### config.mk
export PLATFORM = sky130hd
export DESIGN_NAME = dual_chan_regbank
export DESIGN_NICKNAME = d
export VERILOG_FILES = /design/src/rtl/dbank_pkg.sv /design/src/rtl/dbank_chan_regs.sv /design/src/rtl/dbank_altfn_reg.sv /design/src/rtl/dbank_mf_out.sv /design/src/rtl/dual_chan_regbank.sv
export SDC_FILE = /design/constraint.sdc
export NUM_CORES = 1
export LEC_CHECK = 0
export BUFFER_PORTS_ARGS = -buffer_cell sky130_fd_sc_hd__buf_2
export CORE_ASPECT_RATIO = 1.5
export CORE_MARGIN = 2
export CORE_UTILIZATION = 41
export CTS_BUF_LIST = sky130_fd_sc_hd__clkbuf_8
export DETAILED_ROUTE_END_ITERATION = 8
export PLACE_DENSITY = 0.56
export SKIP_CTS_REPAIR_TIMING = 1
export SLEW_MARGIN = 15
export SYNTH_ARGS = -nofsm -noshare
export SYNTH_HDL_FRONTEND = slang
export SYNTH_SLANG_ARGS = --single-unit
### constraint.sdc
create_clock -name clk -period 2.3 [get_ports clk]
set_input_delay 0.115 -clock clk [delete_from_list [all_inputs] [get_ports clk]]
set_output_delay 0.115 -clock clk [all_outputs]
set_load 0.005 [all_outputs]
### src/rtl/dbank_pkg.sv
package dbank_pkg;

    localparam int DATA_W    = 8;
    localparam int ADDR_W    = 3;
    localparam int BANK_BIT  = 7;
    localparam int OP2_BIT   = 3;
    localparam int FRAC_W    = 6;
    localparam logic [DATA_W-1:0] DEVICE_ID = 8'h02;

    typedef enum logic [ADDR_W-1:0] {
        A_SLOT0   = 3'd0,
        A_SLOT1   = 3'd1,
        A_SLOT2   = 3'd2,
        A_LINE    = 3'd3,
        A_OUTCTL  = 3'd4,
        A_RSVD    = 3'd5,
        A_ALTFN   = 3'd6,
        A_SCRATCH = 3'd7
    } reg_addr_e;

    typedef enum logic [1:0] {
        MF_OP2   = 2'b00,
        MF_BAUD  = 2'b01,
        MF_RXRDY = 2'b10,
        MF_OFF   = 2'b11
    } mf_sel_e;

    typedef struct packed {
        logic [4:0] rsvd;
        mf_sel_e    mf_sel;
        logic       bcast;
    } altfn_t;

    function automatic logic mf_pin_level(mf_sel_e sel, logic op2, logic baud, logic rxr);
        logic lvl;
        case (sel)
            MF_OP2:   lvl = ~op2;
            MF_BAUD:  lvl = ~baud;
            MF_RXRDY: lvl = ~rxr;
            default:  lvl = 1'b1;
        endcase
        return lvl;
    endfunction

    function automatic altfn_t altfn_from_bus(logic [DATA_W-1:0] d);
        altfn_t a;
        a.rsvd   = '0;
        a.mf_sel = mf_sel_e'(d[2:1]);
        a.bcast  = d[0];
        return a;
    endfunction

endpackage

### src/rtl/dbank_chan_regs.sv
module dbank_chan_regs
    import dbank_pkg::*;
#(
    parameter int DW     = DATA_W,
    parameter int AW     = ADDR_W,
    parameter int FW     = FRAC_W,
    parameter logic [DW-1:0] ID_VAL = DEVICE_ID
) (
    input  logic          clk,
    input  logic          rst,
    input  logic          we,
    input  logic [AW-1:0] addr,
    input  logic [DW-1:0] wdata,
    output logic [DW-1:0] rd_val,
    output logic          bank_o,
    output logic          op2_o
);

    logic [DW-1:0] gen0_q, gen1_q, gen2_q;
    logic [DW-1:0] div_lo_q, div_hi_q;
    logic [FW-1:0] frac_q;
    logic [DW-1:0] line_q, outctl_q, scratch_q;
    logic          bank;
    logic          div_zero;

    assign bank     = line_q[BANK_BIT];
    assign div_zero = (div_lo_q == '0) && (div_hi_q == '0);
    assign bank_o   = bank;
    assign op2_o    = outctl_q[OP2_BIT];

    always_ff @(posedge clk) begin
        if (rst) begin
            gen0_q    <= '0;
            gen1_q    <= '0;
            gen2_q    <= '0;
            div_lo_q  <= '0;
            div_hi_q  <= '0;
            frac_q    <= '0;
            line_q    <= '0;
            outctl_q  <= '0;
            scratch_q <= '0;
        end else if (we) begin
            case (addr)
                A_SLOT0: begin
                    if (bank) div_lo_q <= wdata;
                    else      gen0_q   <= wdata;
                end
                A_SLOT1: begin
                    if (bank) div_hi_q <= wdata;
                    else      gen1_q   <= wdata;
                end
                A_SLOT2: begin
                    if (bank) frac_q <= wdata[FW-1:0];
                    else      gen2_q <= wdata;
                end
                A_LINE:    line_q    <= wdata;
                A_OUTCTL:  outctl_q  <= wdata;
                A_SCRATCH: scratch_q <= wdata;
                default: ;
            endcase
        end
    end

    always_comb begin
        rd_val = '0;
        case (addr)
            A_SLOT0:   rd_val = bank ? div_lo_q : gen0_q;
            A_SLOT1:   rd_val = bank ? (div_zero ? ID_VAL : div_hi_q) : gen1_q;
            A_SLOT2:   rd_val = bank ? DW'(frac_q) : gen2_q;
            A_LINE:    rd_val = line_q;
            A_OUTCTL:  rd_val = outctl_q;
            A_SCRATCH: rd_val = scratch_q;
            default:   rd_val = '0;
        endcase
    end

endmodule

### src/rtl/dbank_altfn_reg.sv
module dbank_altfn_reg
    import dbank_pkg::*;
#(
    parameter int DW = DATA_W
) (
    input  logic          clk,
    input  logic          rst,
    input  logic          we,
    input  logic [DW-1:0] wdata,
    output altfn_t        afr_o
);

    altfn_t afr_q;

    always_ff @(posedge clk) begin
        if (rst)     afr_q <= '0;
        else if (we) afr_q <= altfn_from_bus(wdata);
    end

    assign afr_o = afr_q;

endmodule

### src/rtl/dbank_mf_out.sv
module dbank_mf_out
    import dbank_pkg::*;
#(
    parameter int NUM_CH = 2
) (
    input  mf_sel_e           sel,
    input  logic [NUM_CH-1:0] op2,
    input  logic [NUM_CH-1:0] baud,
    input  logic [NUM_CH-1:0] rxr,
    output logic [NUM_CH-1:0] mf_n
);

    for (genvar c = 0; c < NUM_CH; c++) begin : g_pin
        assign mf_n[c] = mf_pin_level(sel, op2[c], baud[c], rxr[c]);
    end

endmodule

### src/rtl/dual_chan_regbank.sv
module dual_chan_regbank
    import dbank_pkg::*;
#(
    parameter int NUM_CH = 2,
    parameter int DW     = DATA_W,
    parameter int AW     = ADDR_W,
    parameter logic [DW-1:0] ID_VAL = DEVICE_ID,
    localparam int CSW   = (NUM_CH > 1) ? $clog2(NUM_CH) : 1
) (
    input  logic              clk,
    input  logic              rst,
    input  logic [AW-1:0]     addr,
    input  logic [DW-1:0]     wdata,
    input  logic              rd,
    input  logic              wr,
    input  logic [CSW-1:0]    chan_sel,
    input  logic [NUM_CH-1:0] baud_clk,
    input  logic [NUM_CH-1:0] rx_ready,
    output logic [NUM_CH-1:0] mf_n,
    output logic [DW-1:0]     rdata
);

    altfn_t            afr_q;
    logic              afr_hit;
    logic [NUM_CH-1:0] chan_we;
    logic [NUM_CH-1:0] bank_q;
    logic [NUM_CH-1:0] op2_q;
    logic [DW-1:0]     chan_rd [NUM_CH];

    assign afr_hit = (addr == A_ALTFN);

    dbank_altfn_reg #(.DW(DW)) u_afr (
        .clk   (clk),
        .rst   (rst),
        .we    (wr && afr_hit),
        .wdata (wdata),
        .afr_o (afr_q)
    );

    for (genvar g = 0; g < NUM_CH; g++) begin : g_ch
        assign chan_we[g] = wr && !afr_hit && (afr_q.bcast || (chan_sel == CSW'(g)));

        dbank_chan_regs #(.DW(DW), .AW(AW), .ID_VAL(ID_VAL)) u_regs (
            .clk    (clk),
            .rst    (rst),
            .we     (chan_we[g]),
            .addr   (addr),
            .wdata  (wdata),
            .rd_val (chan_rd[g]),
            .bank_o (bank_q[g]),
            .op2_o  (op2_q[g])
        );
    end

    dbank_mf_out #(.NUM_CH(NUM_CH)) u_mf (
        .sel  (afr_q.mf_sel),
        .op2  (op2_q),
        .baud (baud_clk),
        .rxr  (rx_ready),
        .mf_n (mf_n)
    );

    always_comb begin
        rdata = '0;
        if (rd) begin
            if (afr_hit) rdata = DW'(afr_q);
            else         rdata = chan_rd[chan_sel];
        end
    end

endmodule

======== Word-level counts from Yosys, hierarchy flattened ========
Index checks and enable logic that the tools add are counted.
storage, ports and cells
  flip-flop bits (word level) ............. 143
  input port bits ......................... 20
  output and inout bits ................... 10
  logic and storage cells ................. 89
operators by class
  order comparisons ....................... 1
  equal/unequal tests ..................... 8
  multiplexer cells ....................... 17
  bitwise gates (word level) .............. 10
  reductions and logical operators ........ 33
operators with widths
  kind                                                       count
  2-to-1 mux 8 bit                                           13
  one-hot mux 8 bit (6 select lines)                         2
  AND reduction 3 bit                                        12
  zero test 8 bit                                            4
  AND reduction 2 bit                                        6
  equality test 3 bit (second input constant)                3
  inverter 1 bit                                             9
  equality test 3 x 2 -> 1 bit (second input constant)       2
  logical AND 1 bit                                          6
  one-hot mux 1 bit (3 select lines)                         2
  equality test 3 x 1 -> 1 bit (second input constant)       1
  zero test 3 bit                                            1
  equality test 2 x 1 -> 1 bit (second input constant)       1
  equality test 2 bit (second input constant)                1
  greater-or-equal comparator 2 bit (second input constant)  1
  zero test 2 bit                                            1
  logical OR 1 bit                                           2
  inverter 1 -> 2 bit                                        1
  zero test 1 bit                                            1

======== Logic depth before layout (Yosys ltp) ========
  depth after elaboration ................. 10
  mapped depth ............................ 8
  mapped depth without buffers ............ 5

======== By module ========
A second synthesis with hierarchy kept.
unflattened totals
  cells, all modules ...................... 828
  area, all modules ....................... 6852.8 sq um
modules (own cells, without submodules)
  module                             instances  cells an instance  area an instance (sq um)  sequential area each (sq um)
  dbank_chan_regs at g_ch[0].u_regs  1          386                3173.0                    1401.3
  dbank_chan_regs at g_ch[1].u_regs  1          389                3151.8                    1401.3
  dual_chan_regbank                  1          33                 341.6                     0.0
  dbank_altfn_reg                    1          15                 142.6                     60.1
  dbank_mf_out                       1          5                  43.8                      0.0

======== Least setup slack after synthesis ========
Ideal clock, no wire load.
  path kind ............................... reg-to-reg
  start point ............................. register g_ch[1].u_regs.line_q[7]
  end point ............................... register g_ch[1].u_regs.div_hi_q[3]
  setup time .............................. 0.132 ns
  data arrival time ....................... 1.539 ns
  required time ........................... 2.168 ns
  path slack .............................. 0.629 ns
  cell stages (with the launch flop) ...... 8
  path buffers ............................ 2
  clock period less this slack ............ 1.671 ns
  cells stage by stage .................... dfxtp_1 clkbuf_1 nand2b_1 nor2_1 clkbuf_1 nand2_1 nand2_1 a21oi_1
between the ends
  word-level cells in the longest chain between the ends .. 1
RTL lines
  item                                  RTL line               RTL
  start: declaration                    dbank_chan_regs.sv:22  logic [DW-1:0] line_q, outctl_q, scratch_q;
  start signal: assignment              dbank_chan_regs.sv:56  A_LINE: line_q <= wdata;
  AND reduction 3 bit (no source line)  n/a
  end signal: assignment                dbank_chan_regs.sv:49  if (bank) div_hi_q <= wdata;
  end: declaration                      dbank_chan_regs.sv:20  logic [DW-1:0] div_lo_q, div_hi_q;
Every way passes these cells.
A chain may end at the register's enable or synchronous reset.

======== Worst setup path in the final report ========
  start point ............................. register g_ch[1].u_regs.div_lo_q[3]
  end point ............................... output rdata[0]
between the ends
  word-level cells in the longest chain between the ends .. 10
RTL lines
  item                                                 RTL line                 RTL
  start: declaration                                   dbank_chan_regs.sv:20
  start signal: assignment                             dbank_chan_regs.sv:45    if (bank) div_lo_q <= wdata;
  zero test 8 bit                                      dbank_chan_regs.sv:27    assign div_zero = (div_lo_q == '0) && (div_hi_q == '0);
  logical AND 1 bit                                    dbank_chan_regs.sv:27
  2-to-1 mux 8 bit (2 in a row)                        dbank_chan_regs.sv:68    A_SLOT1: rd_val = bank ? (div_zero ? ID_VAL : div_hi_q) : gen1_q;
  one-hot mux 8 bit (6 select lines)                   dbank_chan_regs.sv:66    case (addr)
  2-to-1 mux 8 bit (not written as such) (3 in a row)  dual_chan_regbank.sv:67  else rdata = chan_rd[chan_sel];
  2-to-1 mux 8 bit                                     dual_chan_regbank.sv:66  if (afr_hit) rdata = DW'(afr_q);
  2-to-1 mux 8 bit                                     dual_chan_regbank.sv:65  if (rd) begin
  end: declaration                                     dual_chan_regbank.sv:20  output logic [DW-1:0] rdata
Every way passes these cells. The select of a mux whose other input is x is not followed.

==> metrics.md <==
| Metric | Value |
|---|---|
| Status | `complete, no violations` |
| Hold Path Depth | `3` |
| Max-cap violation count | `0` |
| Share of layout cells above drive strength 1 | `about a fifth` |
| Unrepaired setup endpoints after global routing | `yes` |
| Setup violators final | `0` |
| Port Buffers | `29` |
| Mapped Nets | `828` |
| Max clock buf depth | `2` |
| Worst-Margin Slew | `0.6454 ns` |
| CTS tree | `built` |
| Worst Path Required | `2.18 ns` |
| Final slew viol count | `0` |
| Drt pass-1 iters | `5` |
| GP Congestion | `around 0.93` |
| WL/cell | `23.22 um` |
| CP arrival | `approximately 2.2 ns` |
| Number of synthesized flops with an enable pin | `0` |
| Max_slew headroom | `56.98%` |
| Final net count | `844` |
| Starting Density | `42.17%` |
| Critical path launch point type | `flip-flop` |
| Row count | `57` |
| Sequential-to-total area share from yosys stat | `41.74%` |
| CP Class | `reg2out` |
| Worst VDD drop | `approximately 0.38 mV` |
| R2r startpoint | `g_ch[0].u_regs.line_q[7]` |
| Setup_tns | `0 ns` |
| Ant. Diodes | `0` |
| Drt total wl | `between 20 and 25 mm` |
| Vias per cell | `6.071` |
| Asr flop ratio synth | `0%` |
| Pwr dens | `651.6 mW/mm^2` |
| Top post-synthesis cells by count | `dfxtp_1 (143), nor2_1 (94), mux2i_1 (91), nand2_1 (91), a21oi_1 (72)` |
| Iter 0 DRT Violations | `between 500 and 600` |
| DR vias | `6332` |
| Gate Count Post-Synth | `808` |
| Synth area leaders | `dfxtp_1 (42%), mux2i_1 (13%), a21oi_1 (5.3%), nor2_1 (5.1%), nand2_1 (5.0%)` |
| Reg clk slew, reported paths | `roughly 0.090 ns` |
| Final hold vios | `0` |
| YS warnings | `0` |
| Tmin final | `about 2.3 ns` |
| Congestion Overflow GR | `0` |
| Count of cell types in the netlist | `62` |
| Period utilization | `between 90% and 100%` |
| H-tree depth | `4` |
| Post-route ant nets | `0` |
| Synth top area share | `41.74%` |
| Max Fclk | `between 400 and 500 MHz` |
| Largest net degree at the start of global routing | `62` |
| R2r worst-path depth | `6` |
| Non-Filler Instances | `1043` |
| Worst Setup SP | `g_ch[1].u_regs.div_lo_q[3]` |
| Die ar. | `0.01780 sq mm` |
| Most common cell in the netlist | `dfxtp_1` |
| CTS root buf | `clkbuf_8` |
| CORE AREA | `about 0.016 sq mm` |
| Placed insts | `roughly 1000` |
| Total CTS buffers | `17` |
| Area Growth Syn to Fin | `15.98%` |
| Dpl hpwl | `16.47 mm` |
| Clock insertion delay at the later pin of the skew report | `approximately 0.46 ns` |
| CTS sink count | `~140` |
| Post-synthesis area per instance | `8.487 sq um` |
| DRC Markers | `0` |
| First-pass GRT wire length | `36.31 mm` |
| Io pins | `30` |
| CP endpoint kind | `primary output` |
| Crit Path Max Fanout | `5` |
| Total GRT Usage | `27.86%` |
| Min-Delay Path Class | `in2reg` |
| Die height | `162.4 um` |
| Vias in the first global route | `a little over 6000` |
| Beginning of the worst hold path | `wdata[7]` |
| FF+latch count, synth | `~140` |
| Initial antenna violation count | `0` |
| Pleak | `2.981 nW` |
| Synth Cell Area | `0.006858 sq mm` |
| Area leader, netlist | `dfxtp_1` |
| Prevailing post-synth register cell | `dfxtp_1` |
| Setup Skew | `0.007987 ns` |
| Die Wd | `109.6 um` |
worst paths after layout:
kind | endpoint | slack (ns)
min | g_ch[0].u_regs.div_hi_q[7] | 0.12
max | rdata[0] | 0.04
max reg2reg | g_ch[0].u_regs.div_hi_q[4] | 0.40
min reg2reg | g_ch[0].u_regs.gen1_q[2] | 0.46
layout by cell type, fill, tap and decap left out, types with 4 or more instances in the layout:
| cell | synthesis | routed |
|---|---|---|
| a21oi_1 | 72 | 72 |
| a221o_1 | 4 | 4 |
| a221oi_1 | 10 | 5 |
| a22o_1 | 5 | 5 |
| a22oi_1 | 5 | 5 |
| a31oi_1 | 6 | 6 |
| a32oi_1 | 11 | 11 |
| buf_2 | 19 | 28 |
| buf_4 | 0 | 42 |
| clkbuf_8 | 0 | 18 |
| clkinvlp_4 | 0 | 4 |
| dfxtp_1 | 143 | 140 |
| inv_1 | 7 | 7 |
| inv_6 | 0 | 4 |
| mux2_2 | 9 | 8 |
| mux2i_1 | 91 | 91 |
| nand2_1 | 91 | 91 |
| nand2b_1 | 5 | 5 |
| nand3_1 | 50 | 49 |
| nand3b_1 | 4 | 4 |
| nand4_1 | 7 | 7 |
| nor2_1 | 94 | 94 |
| nor3_1 | 8 | 7 |
| nor3_4 | 5 | 5 |
| o21ai_0 | 10 | 9 |
| o21ai_1 | 25 | 25 |
registers in the layout, summed over array words and instances (netlist names):
register and flops:
g_ch.u_regs.gen1_q 16, g_ch.u_regs.div_lo_q 16, g_ch.u_regs.frac_q 12, g_ch.u_regs.scratch_q 16
g_ch.u_regs.gen2_q 16, g_ch.u_regs.div_hi_q 16, g_ch.u_regs.gen0_q 16, u_afr.afr_o 3
g_ch.u_regs.outctl_q 16, g_ch.u_regs.line_q 16
stage by stage:
step | worst slack (ns) | hold slack (ns) | util (%) | power, mW | cell area (sq um)
floorplan | 0.6287 | 0.3077 | - | 2.844 | 6858
global route | -0.03183 | 0.09421 | 48.92 | 5.363 | 7954
global placement | 0.08571 | 0.4458 | 44.87 | 3.019 | 7296
CTS | -0.3213 | 0.09115 | 47.50 | 5.184 | 7724
finish | 0.03998 | 0.1175 | 48.92 | 5.183 | 7954
detailed placement | 0.06581 | 0.4473 | 44.87 | 3.022 | 7296
critical path, stage by stage (launching register included):
cell,delay [ns]
dfxtp_2,0.36
nor4_4,0.31
nand4_1,0.17
and2_4,0.24
a221oi_4,0.33
o31ai_2,0.12
buf_2,0.15
cell families (layout without fill, tap and decap cells):
kind of cell | after synthesis | count (layout) | share of synthesized area, %
buf+inv | 86 | 115 | 5.273
mux | 101 | 101 | 14.92
compound gates | 182 | 182 | 17.26
flops | 143 | 143 | 41.74
simple gates | 296 | 296 | 20.80
cell type report:
cell class	instances	area, sq um
inverters	9	33.78
flip-flops and latches	143	2872
clock buffers	18	247.7
well taps	206	257.7
multi-input cells	579	3822
repair buffers	74	540.5
fillers	1562	8307
clock inverters	14	180.2
per-layer routing:
metal,routed length [um],part of all wire [%],up-vias,GRT usage (%)
met5,0,0,-,0
met2,12350,51,266,48.15
met4,1089,4.5,0,12.31
li1,-,-,2918,-
met3,1313,5.4,73,5.202
met1,9462,39,3075,33.06
power breakdown:
part | internal [mW] | total [mW] | switching, mW
registers | 2.49 | 2.51 | 0.0169
logic | 0.142 | 0.482 | 0.340
clock network | 1.12 | 2.19 | 1.07
Power figures use the tool's default switching activity.
